[src/rtl/cfgl_pkg.sv]
`timescale 1ns/1ps
package cfgl_pkg;
    typedef enum logic [2:0] {
        ST_IDLE,
        ST_PROG,
        ST_WINIT,
        ST_FETCH,
        ST_BLO,
        ST_BHI,
        ST_DLO,
        ST_DHI
    } cfgl_state_e;
endpackage

[src/rtl/cfgl_sync.sv]
`timescale 1ns/1ps
module cfgl_sync #(
    parameter int W = 2
) (
    input  logic         clk,
    input  logic         rst_n,
    input  logic [W-1:0] d_i,
    output logic [W-1:0] q_o
);
    logic [W-1:0] s1_q;
    logic [W-1:0] s2_q;

    always_ff @(posedge clk or negedge rst_n) begin
        if (!rst_n) begin
            s1_q <= '0;
            s2_q <= '0;
        end else begin
            s1_q <= d_i;
            s2_q <= s1_q;
        end
    end

    assign q_o = s2_q;
endmodule

[src/rtl/cfgl_pacer.sv]
`timescale 1ns/1ps
module cfgl_pacer #(
    parameter int PERIOD = 3
) (
    input  logic clk,
    input  logic rst_n,
    input  logic run_i,
    output logic tick_o
);
    localparam int CW = (PERIOD > 1) ? $clog2(PERIOD) : 1;
    localparam logic [CW-1:0] LAST = CW'(PERIOD - 1);

    logic [CW-1:0] cnt_d, cnt_q;

    always_comb begin
        tick_o = run_i && (cnt_q == LAST);
        if (!run_i || tick_o) cnt_d = '0;
        else                  cnt_d = cnt_q + 1'b1;
    end

    always_ff @(posedge clk or negedge rst_n) begin
        if (!rst_n) cnt_q <= '0;
        else        cnt_q <= cnt_d;
    end
endmodule

[src/rtl/cfgl_budget.sv]
`timescale 1ns/1ps
module cfgl_budget #(
    parameter int LIMIT = 100000
) (
    input  logic clk,
    input  logic rst_n,
    input  logic clr_i,
    input  logic inc_i,
    output logic last_o
);
    localparam int CW = $clog2(LIMIT + 1);
    localparam logic [CW-1:0] LAST = CW'(LIMIT - 1);

    logic [CW-1:0] cnt_d, cnt_q;

    always_comb begin
        last_o = (cnt_q == LAST);
        if (clr_i)                cnt_d = '0;
        else if (inc_i && !last_o) cnt_d = cnt_q + 1'b1;
        else                       cnt_d = cnt_q;
    end

    always_ff @(posedge clk or negedge rst_n) begin
        if (!rst_n) cnt_q <= '0;
        else        cnt_q <= cnt_d;
    end
endmodule

[src/rtl/cfg_loader.sv]
`timescale 1ns/1ps
module cfg_loader
    import cfgl_pkg::*;
#(
    parameter int PROG_HOLD  = 1200,
    parameter int HALF_PER   = 3,
    parameter int INIT_LIMIT = 100000,
    parameter int DONE_LIMIT = 100000,
    parameter int LEN_W      = 32
) (
    input  logic             clk,
    input  logic             rst_n,
    input  logic             start_i,
    input  logic [LEN_W-1:0] byte_len_i,
    input  logic             byte_valid_i,
    input  logic [7:0]       byte_data_i,
    input  logic             byte_err_i,
    output logic             byte_ready_o,
    input  logic             init_i,
    input  logic             done_i,
    output logic             prog_n_o,
    output logic             cclk_o,
    output logic             din_o,
    output logic             busy_o,
    output logic             success_o,
    output logic             error_o
);
    localparam int BW = 8;
    localparam int IW = $clog2(BW);

    typedef struct packed {
        cfgl_state_e      state;
        logic [LEN_W-1:0] left;
        logic [BW-1:0]    shreg;
        logic [IW-1:0]    bit_idx;
        logic             prog_n;
        logic             cclk;
        logic             din;
        logic             busy;
        logic             success;
        logic             error;
    } cfgl_regs_t;

    cfgl_regs_t r_d, r_q;

    logic [1:0] pins_s;
    logic       init_s, done_s;
    logic       tick, hold_last, init_last, done_last;
    logic       pace_run;

    cfgl_sync #(.W(2)) u_sync (
        .clk  (clk),
        .rst_n(rst_n),
        .d_i  ({done_i, init_i}),
        .q_o  (pins_s)
    );
    assign init_s = pins_s[0];
    assign done_s = pins_s[1];

    assign pace_run = (r_q.state == ST_BLO) || (r_q.state == ST_BHI) ||
                      (r_q.state == ST_DLO) || (r_q.state == ST_DHI);

    cfgl_pacer #(.PERIOD(HALF_PER)) u_pacer (
        .clk   (clk),
        .rst_n (rst_n),
        .run_i (pace_run),
        .tick_o(tick)
    );

    cfgl_budget #(.LIMIT(PROG_HOLD)) u_hold (
        .clk   (clk),
        .rst_n (rst_n),
        .clr_i (r_q.state != ST_PROG),
        .inc_i (1'b1),
        .last_o(hold_last)
    );

    cfgl_budget #(.LIMIT(INIT_LIMIT)) u_init (
        .clk   (clk),
        .rst_n (rst_n),
        .clr_i (r_q.state != ST_WINIT),
        .inc_i (!init_s),
        .last_o(init_last)
    );

    cfgl_budget #(.LIMIT(DONE_LIMIT)) u_done (
        .clk   (clk),
        .rst_n (rst_n),
        .clr_i (!((r_q.state == ST_DLO) || (r_q.state == ST_DHI))),
        .inc_i ((r_q.state == ST_DHI) && tick),
        .last_o(done_last)
    );

    assign byte_ready_o = (r_q.state == ST_FETCH) && (r_q.left != '0);

    always_comb begin
        r_d = r_q;
        unique case (r_q.state)
            ST_IDLE: begin
                if (start_i) begin
                    r_d.state   = ST_PROG;
                    r_d.prog_n  = 1'b0;
                    r_d.busy    = 1'b1;
                    r_d.success = 1'b0;
                    r_d.error   = 1'b0;
                    r_d.left    = byte_len_i;
                end
            end
            ST_PROG: begin
                if (hold_last) begin
                    r_d.state  = ST_WINIT;
                    r_d.prog_n = 1'b1;
                end
            end
            ST_WINIT: begin
                if (init_s) begin
                    r_d.state = ST_FETCH;
                end else if (init_last) begin
                    r_d.state = ST_IDLE;
                    r_d.busy  = 1'b0;
                    r_d.error = 1'b1;
                end
            end
            ST_FETCH: begin
                if (r_q.left == '0) begin
                    r_d.state = ST_DLO;
                    r_d.din   = 1'b0;
                end else if (byte_valid_i) begin
                    if (byte_err_i) begin
                        r_d.state = ST_DLO;
                        r_d.din   = 1'b0;
                    end else begin
                        r_d.state   = ST_BLO;
                        r_d.shreg   = byte_data_i;
                        r_d.din     = byte_data_i[BW-1];
                        r_d.bit_idx = IW'(BW - 1);
                    end
                end
            end
            ST_BLO: begin
                if (tick) begin
                    r_d.state = ST_BHI;
                    r_d.cclk  = 1'b1;
                end
            end
            ST_BHI: begin
                if (tick) begin
                    r_d.cclk = 1'b0;
                    if (r_q.bit_idx == '0) begin
                        r_d.state = ST_FETCH;
                        r_d.left  = r_q.left - 1'b1;
                    end else begin
                        r_d.state   = ST_BLO;
                        r_d.shreg   = {r_q.shreg[BW-2:0], 1'b0};
                        r_d.din     = r_q.shreg[BW-2];
                        r_d.bit_idx = r_q.bit_idx - 1'b1;
                    end
                end
            end
            ST_DLO: begin
                if (done_s) begin
                    r_d.state   = ST_IDLE;
                    r_d.busy    = 1'b0;
                    r_d.success = 1'b1;
                end else if (tick) begin
                    r_d.state = ST_DHI;
                    r_d.cclk  = 1'b1;
                end
            end
            ST_DHI: begin
                if (tick) begin
                    r_d.cclk = 1'b0;
                    if (done_last) begin
                        r_d.state = ST_IDLE;
                        r_d.busy  = 1'b0;
                        r_d.error = 1'b1;
                    end else begin
                        r_d.state = ST_DLO;
                    end
                end
            end
            default: r_d.state = ST_IDLE;
        endcase
    end

    always_ff @(posedge clk or negedge rst_n) begin
        if (!rst_n) begin
            r_q         <= '0;
            r_q.state   <= ST_IDLE;
            r_q.prog_n  <= 1'b1;
        end else begin
            r_q <= r_d;
        end
    end

    assign prog_n_o  = r_q.prog_n;
    assign cclk_o    = r_q.cclk;
    assign din_o     = r_q.din;
    assign busy_o    = r_q.busy;
    assign success_o = r_q.success;
    assign error_o   = r_q.error;
endmodule

[config.mk]
export PLATFORM = sky130hd
export DESIGN_NAME = cfg_loader
export DESIGN_NICKNAME = d
export VERILOG_FILES = /design/src/rtl/cfgl_pkg.sv /design/src/rtl/cfgl_sync.sv /design/src/rtl/cfgl_pacer.sv /design/src/rtl/cfgl_budget.sv /design/src/rtl/cfg_loader.sv
export SDC_FILE = /design/constraint.sdc
export NUM_CORES = 1
export LEC_CHECK = 0
export BUFFER_PORTS_ARGS = -buffer_cell sky130_fd_sc_hd__buf_2
export CORE_AREA = 2 2 82 124
export CTS_BUF_LIST = sky130_fd_sc_hd__clkbuf_4 sky130_fd_sc_hd__clkbuf_8 sky130_fd_sc_hd__clkbuf_16
export DETAILED_ROUTE_END_ITERATION = 12
export DIE_AREA = 0 0 84 126
export GPL_ROUTABILITY_DRIVEN = 0
export PLACE_DENSITY = 0.85
export SLEW_MARGIN = 25
export SYNTH_ARGS = -nofsm -noshare
export SYNTH_HDL_FRONTEND = slang
export SYNTH_SLANG_ARGS = --single-unit
[constraint.sdc]
create_clock -name clk -period 3 [get_ports clk]
set_input_delay 0.75 -clock clk [delete_from_list [all_inputs] [get_ports clk]]
set_output_delay 0.75 -clock clk [all_outputs]
set_load 0.01 [all_outputs]
Yosys cells after proc, flatten, opt, wreduce, memory -nomap -nowiden --
Cells that the tools add are included.
Word-level totals: register bits 102, input bits 47, word-level logic and storage cells 145
Operators by class: add/subtract/negate cells 6, equality and inequality tests 33, muxes and demuxes 55, reduce and logical (&&, ||, !) cells 35
Operators by type and width (count):
- 17-bit two-way mux | 4
- 32-bit case mux with 2 select lines | 1
- 46-bit two-way mux | 1
- 3-bit two-way mux | 12
- 35-bit two-way mux | 1
- 17-bit by 1-bit adder with 17-bit output, second input constant | 2
- 17-bit == test, second input constant | 2
- 11-bit two-way mux | 3
- 32-bit zero test | 1
- 32-bit two-way mux | 1
- 32-bit nonzero test | 1
- 32-bit by 1-bit subtractor with 32-bit output, second input constant | 1
- 10-bit two-way mux | 3
- 2-bit inequality test, second input constant | 13
- 3-bit case mux with 8 select lines | 1
- 10-bit case mux with 2 select lines | 1
- 1-bit two-way mux | 17
- 3-bit == test, second input constant | 4
- 3-bit by 2-bit inequality test with 1-bit output, second input constant | 4
- 4-bit AND reduction | 3
- 6-bit AND reduction | 2
- 11-bit by 1-bit adder with 11-bit output, second input constant | 1
- 11-bit == test, second input constant | 1
- 2-bit nonzero test | 5
- other kinds (20) | 44

Longest topological paths before layout --
Gate-level depths: netlist of run 1.
depth in word-level cells 9, mapped depth 10, depth with buffers taken out 8

Cells and area by module --
Synthesis of run 1 repeated with hierarchy kept, for this count alone.
Unflattened totals: cell total of the unflattened synthesis 675, area total of the unflattened synthesis 6050.8 um^2
Modules (own cells, without submodules):
- cfg_loader | instances 1, cells an instance 408, area an instance 3399.5 um^2, sequential area each 1277.5 um^2
- cfgl_budget at u_done ... | instances 2, cells an instance 99, area an instance 935.9 um^2, sequential area each 425.4 um^2
- cfgl_budget at u_hold | instances 1, cells an instance 58, area an instance 581.8 um^2, sequential area each 275.3 um^2
- cfgl_sync | instances 1, cells an instance 4, area an instance 100.1 um^2, sequential area each 100.1 um^2
- cfgl_pacer | instances 1, cells an instance 7, area an instance 97.6 um^2, sequential area each 50.0 um^2

Least setup slack after synthesis of run 1 --
OpenSTA, ideal clock, no wires.
path type reg2out, start point register r_q[41] (netlist bit), end point output port byte_ready_o, arrival time 1.821 ns, data required time 2.250 ns, slack 0.429 ns, cell stages (with the launch flop) 5, cell sequence dfrtp_1 -> or4_4 -> or4_4 -> nor4_4 -> nor2_1
Between the ends: cells in the longest elaborated chain, start to end 2
RTL lines:
- start: declaration | RTL line cfg_loader.sv:44 | cfgl_regs_t r_d, r_q;
- start signal: assignment | RTL line cfg_loader.sv:192 | r_q <= r_d;
- 32-bit nonzero test | RTL line cfg_loader.sv:94 | assign byte_ready_o = (r_q.state == ST_FETCH) && (r_q.left != '0);
- 1-bit logical AND | RTL line cfg_loader.sv:94
- end: declaration | RTL line cfg_loader.sv:18 | output logic byte_ready_o,
No other way between the ends.

Worst setup path in the final report of run 1 --
start point register r_q[40] (netlist bit), end point output port byte_ready_o
The elaborated chain is that of the path after synthesis.

==> metrics, run 1 <==
Worst slew margin=approximately 53%; count of clock tree sinks=102; post-synthesis cell area=about 0.0056 mm²; antenna-violating nets left=0; Synth async-reset ratio=100%; crit path cell chain=or4_4, or4_4, nor4_4, nor2_2, buf_2; per-cell via count in the routed design=6.23; layer with the highest usage=met2; standby leakage power=2.66 nW; cell occurring most often along the worst timing path=or4_4; final hold slack=approximately 0.36 ns; net count reported at finish=753; pin count of the biggest net entering global routing=50; Initial Utilization=58.9%; area grow syn2layout=13.3%; total iterations of the first detailed-routing run=5; highest fanout seen on the critical path=4; overflow left after global routing=0; number of cells in the finished layout apart from fillers=between 800 and 900; clock tree skew after final layout=between 0.006 and 0.007 ns; type of the most critical hold path=reg -> reg; Core Region=0.00952 mm²; proportion of layout cells with a drive suffix above 1=15.1%; Max Freq=between 0.3 and 0.4 GHz; setup repair after global routing missed its margin=true; Finished Cell Area=roughly 0.0064 mm²; routed wirelength normalized by instance count=16.1 µm; Post-synth EDFFs=0; number of buffers inserted for hold repair after clock tree synthesis=0; row count=44; time the final worst path needs with I/O delays and setup=3.03 ns; Crit Path Category=reg -> out; run status=complete, but fails checks; max-slew violation count=0; TritonCTS clock tree=yes; Die ar.=0.0106 mm²; Critical Path Slowest Stage Cell=or4_4; part of the Yosys area used for sequential elements=45.6%; input/output buffers=53; violations in the final reports=negative setup slack; #FFs+latches synth=about 100; Hold Violations, Final=0; DP Wirelength=9160 µm; IO Count=54; fillcell total=774; via total after detailed routing=5,102; Clock Tree Buf Depth=2; combined global-route utilization of all metal layers=26.1%; chip width=around 84 µm; clock latency of the later-clocked register in the worst-skew pair=0.35 ns; commonest non-fill, non-tap cells in the layout=dfrtp_1, nor2_1, nand2_1; number of maximum-capacitance violations=0; M3 GR Usage=under 10%; Synth top area share=45.1%; net count after synthesis=between 700 and 800; root buffer cell=clkbuf_16; global-route met1 utilization=a little under a third; slew at the pin closest to its max-slew limit=approximately 0.7 ns; largest voltage drop on the vdd net=0.595 mV; initial DRC count=437; vertical die dimension=126 µm; clock transition at the register clock pins on the worst setup and hold paths after CTS=0.07 ns; met2 Usage GRT=45.6%; number of remaining DRC errors=0; leading cell type in the layout, fill and taps excluded=dfrtp_1; Placed Instances=~800; peak per-stage delay on the critical path=0.56 ns; aggregate negative setup slack=-0.0296 ns; sort of element at the start of the critical path=register; via count of the first global-routing pass=4,920; wire length after detailed routing=13,200 µm; number of antenna violations at the first check in global routing=0; top cell type by total area after synthesis=dfrtp_1; data required time at the worst endpoint=2.25 ns; critical path endpoint category=output port; number of buffers inserted during clock tree synthesis=9; most common flop cell mapped by yosys=dfrtp_1; average cell area after synthesis=8.66 µm²; setup violators final=1; first-pass GRT wire length=22,700 µm; fin crit share=101%; count of yosys warnings during synthesis=0; critical path data arrival time=about 2.3 ns; synthesized instance count=about 650; main area contributors after synthesis=dfrtp_1, nor2_1, a21oi_1; placed instance area=0.00604 mm²; power per cell area=795 mW/mm²; Max H-tree Level=3; setup slack of the critical path after layout=-0.0296 ns; Diodes inserted=0; unique cell type count in the Yosys netlist=between 60 and 70
[worst paths after layout]
path,cells after the start,from,slack (ns),end
hold reg to reg,0,u_sync.s1_q[0]$_DFF_PN0_,0.36,u_sync.q_o[0]$_DFF_PN0_
setup reg to reg,6,u_hold.cnt_q[6]$_DFFE_PN0P_,0.52,r_q[50]$_DFFE_PN0P_
setup / recovery,5,r_q[40]$_DFFE_PN0P_,-0.03,byte_ready_o
max in group asynchronous,2,rst_n,1.91,u_hold.cnt_q[4]$_DFFE_PN0P_
hold / removal,0,u_sync.s1_q[0]$_DFF_PN0_,0.36,u_sync.q_o[0]$_DFF_PN0_
min in group asynchronous,1,rst_n,0.40,u_init.cnt_q[16]$_DFFE_PN0P_
[area by class of cell]
| cell class | instances | area, µm² | share of cell area (%) |
|---|---|---|---|
| tap | 115 | 144 | 2.27 |
| timing repair buffer | 75 | 433 | 6.82 |
| clock buffer | 10 | 239 | 3.76 |
| sequential | 102 | 2550 | 40.2 |
| inverter | 16 | 60.1 | 0.945 |
| multi-input combinational | 495 | 2860 | 45.1 |
| clock inverter | 6 | 58.8 | 0.926 |
[power breakdown]
| part | switching, mW | internal (mW) |
|---|---|---|
| combinational | 1.06 | 0.694 |
| sequential | 0.382 | 1.73 |
| clock | 0.515 | 0.667 |
[critical path, delay by kind of cell (launching register included)]
family | cells | cell delay [ns]
AND/OR/NAND/NOR | 4 | 1.40
flip-flops | 1 | 0.39
buffers and inverters | 1 | 0.14
[flip-flops by register name (all words and copies together) (netlist names)]
register / flops
r_q: 45
u_done.cnt_q: 17
u_init.cnt_q: 17
u_hold.cnt_q: 11
u_pacer.cnt_q: 2
u_sync.q_o: 2
u_sync.s1_q: 2
busy_o: 1
cclk_o: 1
din_o: 1
error_o: 1
prog_n_o: 1
success_o: 1
[metrics by stage]
stage                     setup WS, ns  utilization (%)  total power, mW
final                          -0.0296             66.7             5.05
after detailed placement         0.309             63.4             3.84
after CTS                      -0.0394             66.7             5.02
after floorplan                  0.429                -             3.33
after global routing           -0.0983             66.7             5.39
after global placement           0.342             63.4             3.72
[cells by family after synthesis]
logic type	after synthesis	synth area share, %
DFF	102	45.6
muxes	5	0.893
xor gates and xnor gates	35	5.47
adders and majority gates	7	1.56
AOI/OAI and AO/OA	158	17.1
buffers and inverters	50	3.48
and+or+nand+nor	290	25.9
[timing repair]
item                                    in CTS  in global routing
endpoints found under the hold margin        0                  0
cloned                                       0                  0
setup buffers                                1                  0
pin swaps                                    1                  0
gates resized for setup                      1                  1
endpoints found under the setup margin       1                  1
[per-layer routing]
layer | part of all wire [%] | wire (µm)
met1 | 39 | 5200
met2 | 53 | 6960
met3 | 4.7 | 622
met4 | 3.0 | 399
met5 | 0 | 0
[synthesized netlist by cell type, types with 6 or more instances]
cell,number
nand2_1,72
a22oi_1,7
nor4_1,6
nor3_1,18
inv_1,16
nand4_1,14
or3_1,10
a31oi_1,13
xor2_1,21
clkbuf_1,29
ha_1,7
o211ai_1,6
o21ai_0,39
a21oi_1,56
nor2_1,86
nand3_1,25
o22ai_1,9
dfrtp_1,101
xnor2_1,14
nor2b_1,7
and3_1,12
nand2b_1,8
(Power assumes the default switching activity.)
==> inputs of run 2 (changes only) <==
--- a/config.mk
+++ b/config.mk
@@ -12,6 +12,7 @@
 export DIE_AREA = 0 0 84 126
 export GPL_ROUTABILITY_DRIVEN = 0
 export PLACE_DENSITY = 0.85
+export RECOVER_POWER = 25
 export SLEW_MARGIN = 25
 export SYNTH_ARGS = -nofsm -noshare
 export SYNTH_HDL_FRONTEND = slang
==> run 2 against run 1 <==
Against the previous run: the flow still finishes with violations (negative setup slack); register-to-register slack barely moved; highest routed layer unchanged; routed wire length fell by 0.31%; flip-flop and latch count stayed put; global-route usage stayed put; setup slack improved by 0.0055 ns; clock skew up 0.00060 ns; via count decreased by 0.49%.
==> metrics, run 2 (synthesized netlist as in run 1, its figures left out) <==
setup repair after global routing missed its margin=true; pin count of the biggest net entering global routing=50 (unchanged); time the final worst path needs with I/O delays and setup=3.02 ns (-0.00546 ns); clock tree skew after final layout=0.00742 ns (+0.000602 ns); Initial Utilization=58.9% (unchanged); combined global-route utilization of all metal layers=26.1% (unchanged); fin crit share=101% (-0.18 points); DP Wirelength=9160 µm (unchanged); register containing the most flip-flops in the final layout=r_q; footprint of the flip-flops and latches=0.00255 mm² (unchanged); root buffer cell=clkbuf_16; violations in the final reports=negative setup slack; clock latency of the later-clocked register in the worst-skew pair=0.35 ns (about the same); design internal power=3.09 mW (about the same); largest registers=r_q (45), u_done.cnt_q (17), u_init.cnt_q (17); standby leakage power=2.66 nW (-0.16%); data required time at the worst endpoint=2.25 ns (about the same); sort of element at the start of the critical path=register; initial DRC count=409 (-6.4%); Core Region=0.00952 mm² (unchanged); Placed Instances=802 (unchanged); setup violators final=1 (unchanged); wire length after detailed routing=13,100 µm (-0.31%); Clock Tree Buf Depth=2 (unchanged); Worst slew margin=22.0% (-31 points); antenna-violating nets left=0 (unchanged); clock transition at the register clock pins on the worst setup and hold paths after CTS=0.07 ns (about the same); max-slew violation count=0 (unchanged); via total after detailed routing=5,077 (-0.49%); IO Count=54 (unchanged); area grow syn2layout=13.2% (about the same); input/output buffers=53 (unchanged); leading cell type in the layout, fill and taps excluded=dfrtp_1; relative contribution of combinational cells to total power=34.8% (about the same); proportion of layout cells with a drive suffix above 1=14.9% (-0.14 points); fillcell total=777 (+0.39%); highest fanout seen on the critical path=4 (unchanged); proportion of power drawn by the clock network=23.3% (about the same); per-cell via count in the routed design=6.20 (-0.49%); routed wirelength normalized by instance count=16.0 µm (-0.31%); vertical die dimension=126 µm (unchanged); count of clock tree sinks=102 (unchanged); Diodes inserted=0 (unchanged); placed instance area=0.00604 mm² (unchanged); via count of the first global-routing pass=4,920 (unchanged); critical path endpoint category=output port; Hold Violations, Final=0 (unchanged); type of the most critical hold path=reg -> reg; run status=complete, but fails checks; number of buffers inserted for hold repair after clock tree synthesis=0 (unchanged); area of the multi-input gates=0.00286 mm² (unchanged); Finished Cell Area=0.00635 mm² (about the same); Crit Path Category=reg -> out; commonest non-fill, non-tap cells in the layout=dfrtp_1, nor2_1, nand2_1; number of buffers inserted during clock tree synthesis=9 (unchanged); power per cell area=795 mW/mm² (about the same); number of remaining DRC errors=0 (unchanged); Max Freq=0.331 GHz (+0.18%); slew at the pin closest to its max-slew limit=1.17 ns (+0.460 ns); overflow left after global routing=0 (unchanged); number of flip-flops under the largest register name=45 (unchanged); Die ar.=0.0106 mm² (unchanged); total iterations of the first detailed-routing run=5 (unchanged); TritonCTS clock tree=yes; first-pass GRT wire length=22,700 µm (unchanged); number of cells in the finished layout apart from fillers=819 (unchanged); number of antenna violations at the first check in global routing=0 (unchanged); switching power total=1.95 mW (-0.21%); row count=44 (unchanged); setup slack of the critical path after layout=-0.0242 ns (+0.00546 ns); register share of total power=41.9% (about the same); number of maximum-capacitance violations=0 (unchanged); switching portion of total power=38.7% (-0.042 points); critical path data arrival time=2.27 ns (about the same); chip width=84 µm (unchanged); net count reported at finish=753 (unchanged); Max H-tree Level=3 (unchanged); largest voltage drop on the vdd net=0.593 mV (-0.26%)
## run 2: metal layers
| metal | up-vias | share of wire, % | global-route usage, % |
|---|---|---|---|
| met5 | - | 0 | 0 |
| li1 | 2425 | - | - |
| met1 | 2452 | 39 | 31.8 |
| met3 | 33 | 4.8 | 4.33 |
| met2 | 167 | 53 | 45.6 |
| met4 | 0 | 2.8 | 11.3 |
## run 2: what timing repair did
| item | CTS | global route |
|---|---|---|
| pin swaps | 1 | 0 |
| endpoints found under the setup margin | 1 | 1 |
| resized for setup | 1 | 1 |
| setup buffers | 1 | 0 |
## run 2: stage by stage
step | utilization [%] | setup slack, ns | hold WS (ns) | TNS, ns | power (mW)
final | 66.6 | -0.0242 | 0.357 | -0.0242 | 5.05
after global routing | 66.6 | -0.0983 | 0.370 | -0.0983 | 5.39
after CTS | 66.7 | -0.0394 | 0.358 | -0.0394 | 5.02
after detailed placement | 63.4 | 0.309 | 0.344 | 0 | 3.84
after global placement | 63.4 | 0.342 | 0.337 | 0 | 3.72
after floorplan | - | 0.429 | 0.331 | 0 | 3.33
## run 2: worst paths after layout
| path | cells after the start | startpoint | end | slack (ns) |
|---|---|---|---|---|
| min in group asynchronous | 1 | rst_n | u_init.cnt_q[16]$_DFFE_PN0P_ | 0.63 |
| max reg2reg | 6 | u_hold.cnt_q[6]$_DFFE_PN0P_ | r_q[50]$_DFFE_PN0P_ | 0.52 |
| min reg2reg | 0 | u_sync.s1_q[0]$_DFF_PN0_ | u_sync.q_o[0]$_DFF_PN0_ | 0.36 |
| min | 0 | u_sync.s1_q[0]$_DFF_PN0_ | u_sync.q_o[0]$_DFF_PN0_ | 0.36 |
| max | 5 | r_q[33]$_DFFE_PN0P_ | byte_ready_o | -0.02 |
| max in group asynchronous | 2 | rst_n | r_q[21]$_DFFE_PN0P_ | 1.36 |
## run 2: critical path, stage by stage (launching register included)
cell	delay, ns
dfrtp_1	0.41
or4_4	0.57
or4_4	0.53
nor4_4	0.20
nor2_2	0.08
buf_2	0.14
## run 2: power groups by stage
| stage | Combinational, mW | Sequential [mW] | Clock (mW) |
|---|---|---|---|
| after detailed placement | 1.71 | 2.13 | 0 |
| final | 1.75 | 2.11 | 1.18 |
| after global routing | 1.98 | 2.16 | 1.25 |
| after floorplan | 1.31 | 2.02 | 0 |
| after global placement | 1.63 | 2.09 | 0 |
| after CTS | 1.74 | 2.10 | 1.18 |
## run 2: area by class of cell
| cell class | instances | area share, % |
|---|---|---|
| Clock buffer | 10 | 3.77 |
| Inverter | 16 | 0.946 |
| Timing Repair Buffer | 75 | 6.72 |
| Tap cell | 115 | 2.27 |
| Clock inverter | 6 | 0.927 |
| Multi-Input combinational cell | 495 | 45.1 |
| Sequential cell | 102 | 40.2 |
==> inputs of run 3 (changes only) <==
--- a/config.mk
+++ b/config.mk
@@ -6,12 +6,12 @@
 export NUM_CORES = 1
 export LEC_CHECK = 0
 export BUFFER_PORTS_ARGS = -buffer_cell sky130_fd_sc_hd__buf_2
-export CORE_AREA = 2 2 82 124
+export CORE_AREA = 2 2 91 136
 export CTS_BUF_LIST = sky130_fd_sc_hd__clkbuf_4 sky130_fd_sc_hd__clkbuf_8 sky130_fd_sc_hd__clkbuf_16
 export DETAILED_ROUTE_END_ITERATION = 12
-export DIE_AREA = 0 0 84 126
+export DIE_AREA = 0 0 93 138
 export GPL_ROUTABILITY_DRIVEN = 0
-export PLACE_DENSITY = 0.85
+export PLACE_DENSITY = 0.73
 export RECOVER_POWER = 25
 export SLEW_MARGIN = 25
 export SYNTH_ARGS = -nofsm -noshare
==> run 3 against run 2 <==
Against the previous run: the run still ends with negative setup slack left; routed wire length decreased by 1.2%; via count is 2.6% lower; global-route usage shrank 4.8 points; final area up 1.1%; highest routed layer unchanged; sequential share of layout area is 0.44 points lower; hold slack is essentially flat.
==> metrics, run 3 (synthesized netlist as in run 1, its figures left out) <==
number of cells in the finished layout apart from fillers=855 (+4.4%); pre-CTS setup slack=0.305 ns (-0.00368 ns); number of buffers inserted for hold repair after clock tree synthesis=0 (unchanged); setup repair after global routing missed its margin=true; combined global-route utilization of all metal layers=21.3% (-4.8 points); number of buffers inserted during clock tree synthesis=9 (unchanged); Reg2Reg Setup Slack=0.47 ns (-0.05 ns); power per cell area=803 mW/mm² (+1.0%); row count=49 (+11%); clock transition at the register clock pins on the worst setup and hold paths after CTS=0.07 ns (about the same); run status=complete, but fails checks; Critical Path Sink=byte_ready_o; switching power total=1.93 mW (-1.3%); crit path cell chain=or4_4, or4_4, nor4_4, nor2_2, buf_2; standby leakage power=2.66 nW (+0.13%); TritonCTS clock tree=yes; first-pass GRT wire length=22,500 µm (-0.70%); total power=5.15 mW (+2.1%); switching portion of total power=37.4% (-1.3 points); final cell utilization of the core=54.5% (-12 points); IO Count=54 (unchanged); clock tree skew after final layout=0.00633 ns (-0.00109 ns); number of remaining DRC errors=0 (unchanged); chip width=93 µm (+11%); per-cell via count in the routed design=5.79 (-6.7%); proportion of layout cells with a drive suffix above 1=14.5% (-0.38 points); via total after detailed routing=4,947 (-2.6%); Hold Violations, Final=0 (unchanged); crit path buf inv count=1 (unchanged); max-slew violation count=0 (unchanged); time the final worst path needs with I/O delays and setup=3.02 ns (-0.00163 ns); routed wirelength normalized by instance count=15.2 µm (-5.3%); commonest non-fill, non-tap cells in the layout=dfrtp_1, nor2_1, nand2_1; Die ar.=0.0128 mm² (+21%); highest fanout seen on the critical path=4 (unchanged); wire length after detailed routing=13,000 µm (-1.2%); leading cell type in the layout, fill and taps excluded=dfrtp_1; number of maximum-capacitance violations=0 (unchanged); register containing the most flip-flops in the final layout=r_q; input/output buffers=53 (unchanged); via count of the first global-routing pass=4,995 (+1.5%); pin count of the biggest net entering global routing=59 (+18%); critical path endpoint category=output port; clock latency of the later-clocked register in the worst-skew pair=0.35 ns (about the same); net count reported at finish=751 (-0.27%); final hold slack=0.356 ns (-0.000324 ns); relative contribution of combinational cells to total power=33.8% (-1.0 points); reg-to-reg startpoint=r_q[29]$_DFFE_PN0P_; logic depth of the worst setup path including buffers=5 (unchanged); hold path cells=0 (unchanged); fillcell total=1,117 (+44%); startpoint of the most critical setup path=r_q[33]$_DFFE_PN0P_; register share of total power=40.8% (-1.1 points); peak per-stage delay on the critical path=0.57 ns (about the same); area grow syn2layout=14.5%; Worst path top cell family by delay=simple AND/OR/NAND/NOR gates; overflow left after global routing=0 (unchanged); critical path data arrival time=2.27 ns (about the same); DP Wirelength=9080 µm (-0.81%); proportion of power drawn by the clock network=25.4% (+2.1 points); sort of element at the start of the critical path=register; count of clock tree sinks=102 (unchanged); Initial Utilization=47.6% (-11 points); reg-to-reg endpoint=r_q[39]$_DFFE_PN0P_; antenna-violating nets left=0 (unchanged); setup violators final=1 (unchanged); Diodes inserted=0 (unchanged); initial DRC count=263 (-36%); count of cells along the worst register-to-register path=6 (unchanged); violations in the final reports=negative setup slack; type of the most critical hold path=reg -> reg; vertical die dimension=138 µm (+9.5%); Placed Instances=838 (+4.5%); Max Freq=0.331 GHz (about the same); root buffer cell=clkbuf_16; Crit Path Category=reg -> out; setup slack of the critical path after layout=-0.0225 ns (+0.00163 ns); Worst slew margin=22.9% (+0.88 points); cell occurring most often along the worst timing path=or4_4; number of antenna violations at the first check in global routing=0 (unchanged); Core Region=0.0118 mm² (+24%); data required time at the worst endpoint=2.25 ns (about the same); design internal power=3.22 mW (+4.3%); fin crit share=101% (about the same); Clock Tree Buf Depth=2 (unchanged); largest registers=r_q (45), u_done.cnt_q (17), u_init.cnt_q (17); largest voltage drop on the vdd net=0.481 mV (-19%); total iterations of the first detailed-routing run=5 (unchanged); Critical Path Slowest Stage Cell=or4_4; Max H-tree Level=3 (unchanged); slew at the pin closest to its max-slew limit=1.16 ns (-0.0132 ns); number of flip-flops under the largest register name=45 (unchanged)
[run 3: timing repair]
action / CTS / global route
buffers inserted: 1 / 0
resized for setup: 1 / 1
setup endpoints to repair: 1 / 1
pin swaps: 1 / 0
[run 3: how the worst min path moves through the flow]
stage,slack [ns],end,startpoint
after floorplan,0.33,u_sync.q_o[0]$_DFF_PN0_,u_sync.s1_q[0]$_DFF_PN0_
after global placement,0.34,u_sync.q_o[1]$_DFF_PN0_,u_sync.s1_q[1]$_DFF_PN0_
after detailed placement,0.34,u_sync.q_o[1]$_DFF_PN0_,u_sync.s1_q[1]$_DFF_PN0_
after CTS,0.36,u_sync.q_o[1]$_DFF_PN0_,u_sync.s1_q[1]$_DFF_PN0_
after global routing,0.38,u_sync.q_o[0]$_DFF_PN0_,u_sync.s1_q[0]$_DFF_PN0_
final,0.36,u_sync.q_o[1]$_DFF_PN0_,u_sync.s1_q[1]$_DFF_PN0_
[run 3: power by group through the flow]
stage | Sequential [mW] | Clock [mW] | Combinational (mW)
after floorplan | 2.02 | 0 | 1.31
after global placement | 2.09 | 0 | 1.65
after detailed placement | 2.12 | 0 | 1.72
after CTS | 2.09 | 1.33 | 1.75
after global routing | 2.16 | 1.39 | 1.98
final | 2.10 | 1.31 | 1.74
[run 3: area by class of cell]
cell class,instances,area [µm²],share of cell area [%]
Inverter,16,60.1,0.936
Multi-Input combinational cell,495,2860,44.6
Timing Repair Buffer,73,408,6.36
Sequential cell,102,2550,39.8
Clock inverter,3,65.1,1.01
Tap cell,153,191,2.98
Clock buffer,13,274,4.27
[run 3: metrics by stage]
step                instance area, µm²  TNS (ns)
floorplan                         5610         0
global placement                  6090         0
detailed placement                6090         0
CTS                               6430   -0.0463
global route                      6420   -0.0804
finish                            6420   -0.0225
[run 3: metal layers]
| metal | global-route usage [%] | vias to the layer above | wire length [µm] |
|---|---|---|---|
| met2 | 36.6 | 109 | 6590 |
| met3 | 4.41 | 23 | 483 |
| met1 | 26.2 | 2400 | 5590 |
| met4 | 8.05 | 0 | 325 |
| met5 | 0 | - | 0 |
| li1 | - | 2415 | - |
[run 3: worst register-to-register path: cells and delay by family, from the launching register on]
family	cells	cell delay, ns
AND/OR/NAND/NOR	4	1.65
AO/OA/AOI/OAI	2	0.33
flip-flops	1	0.42
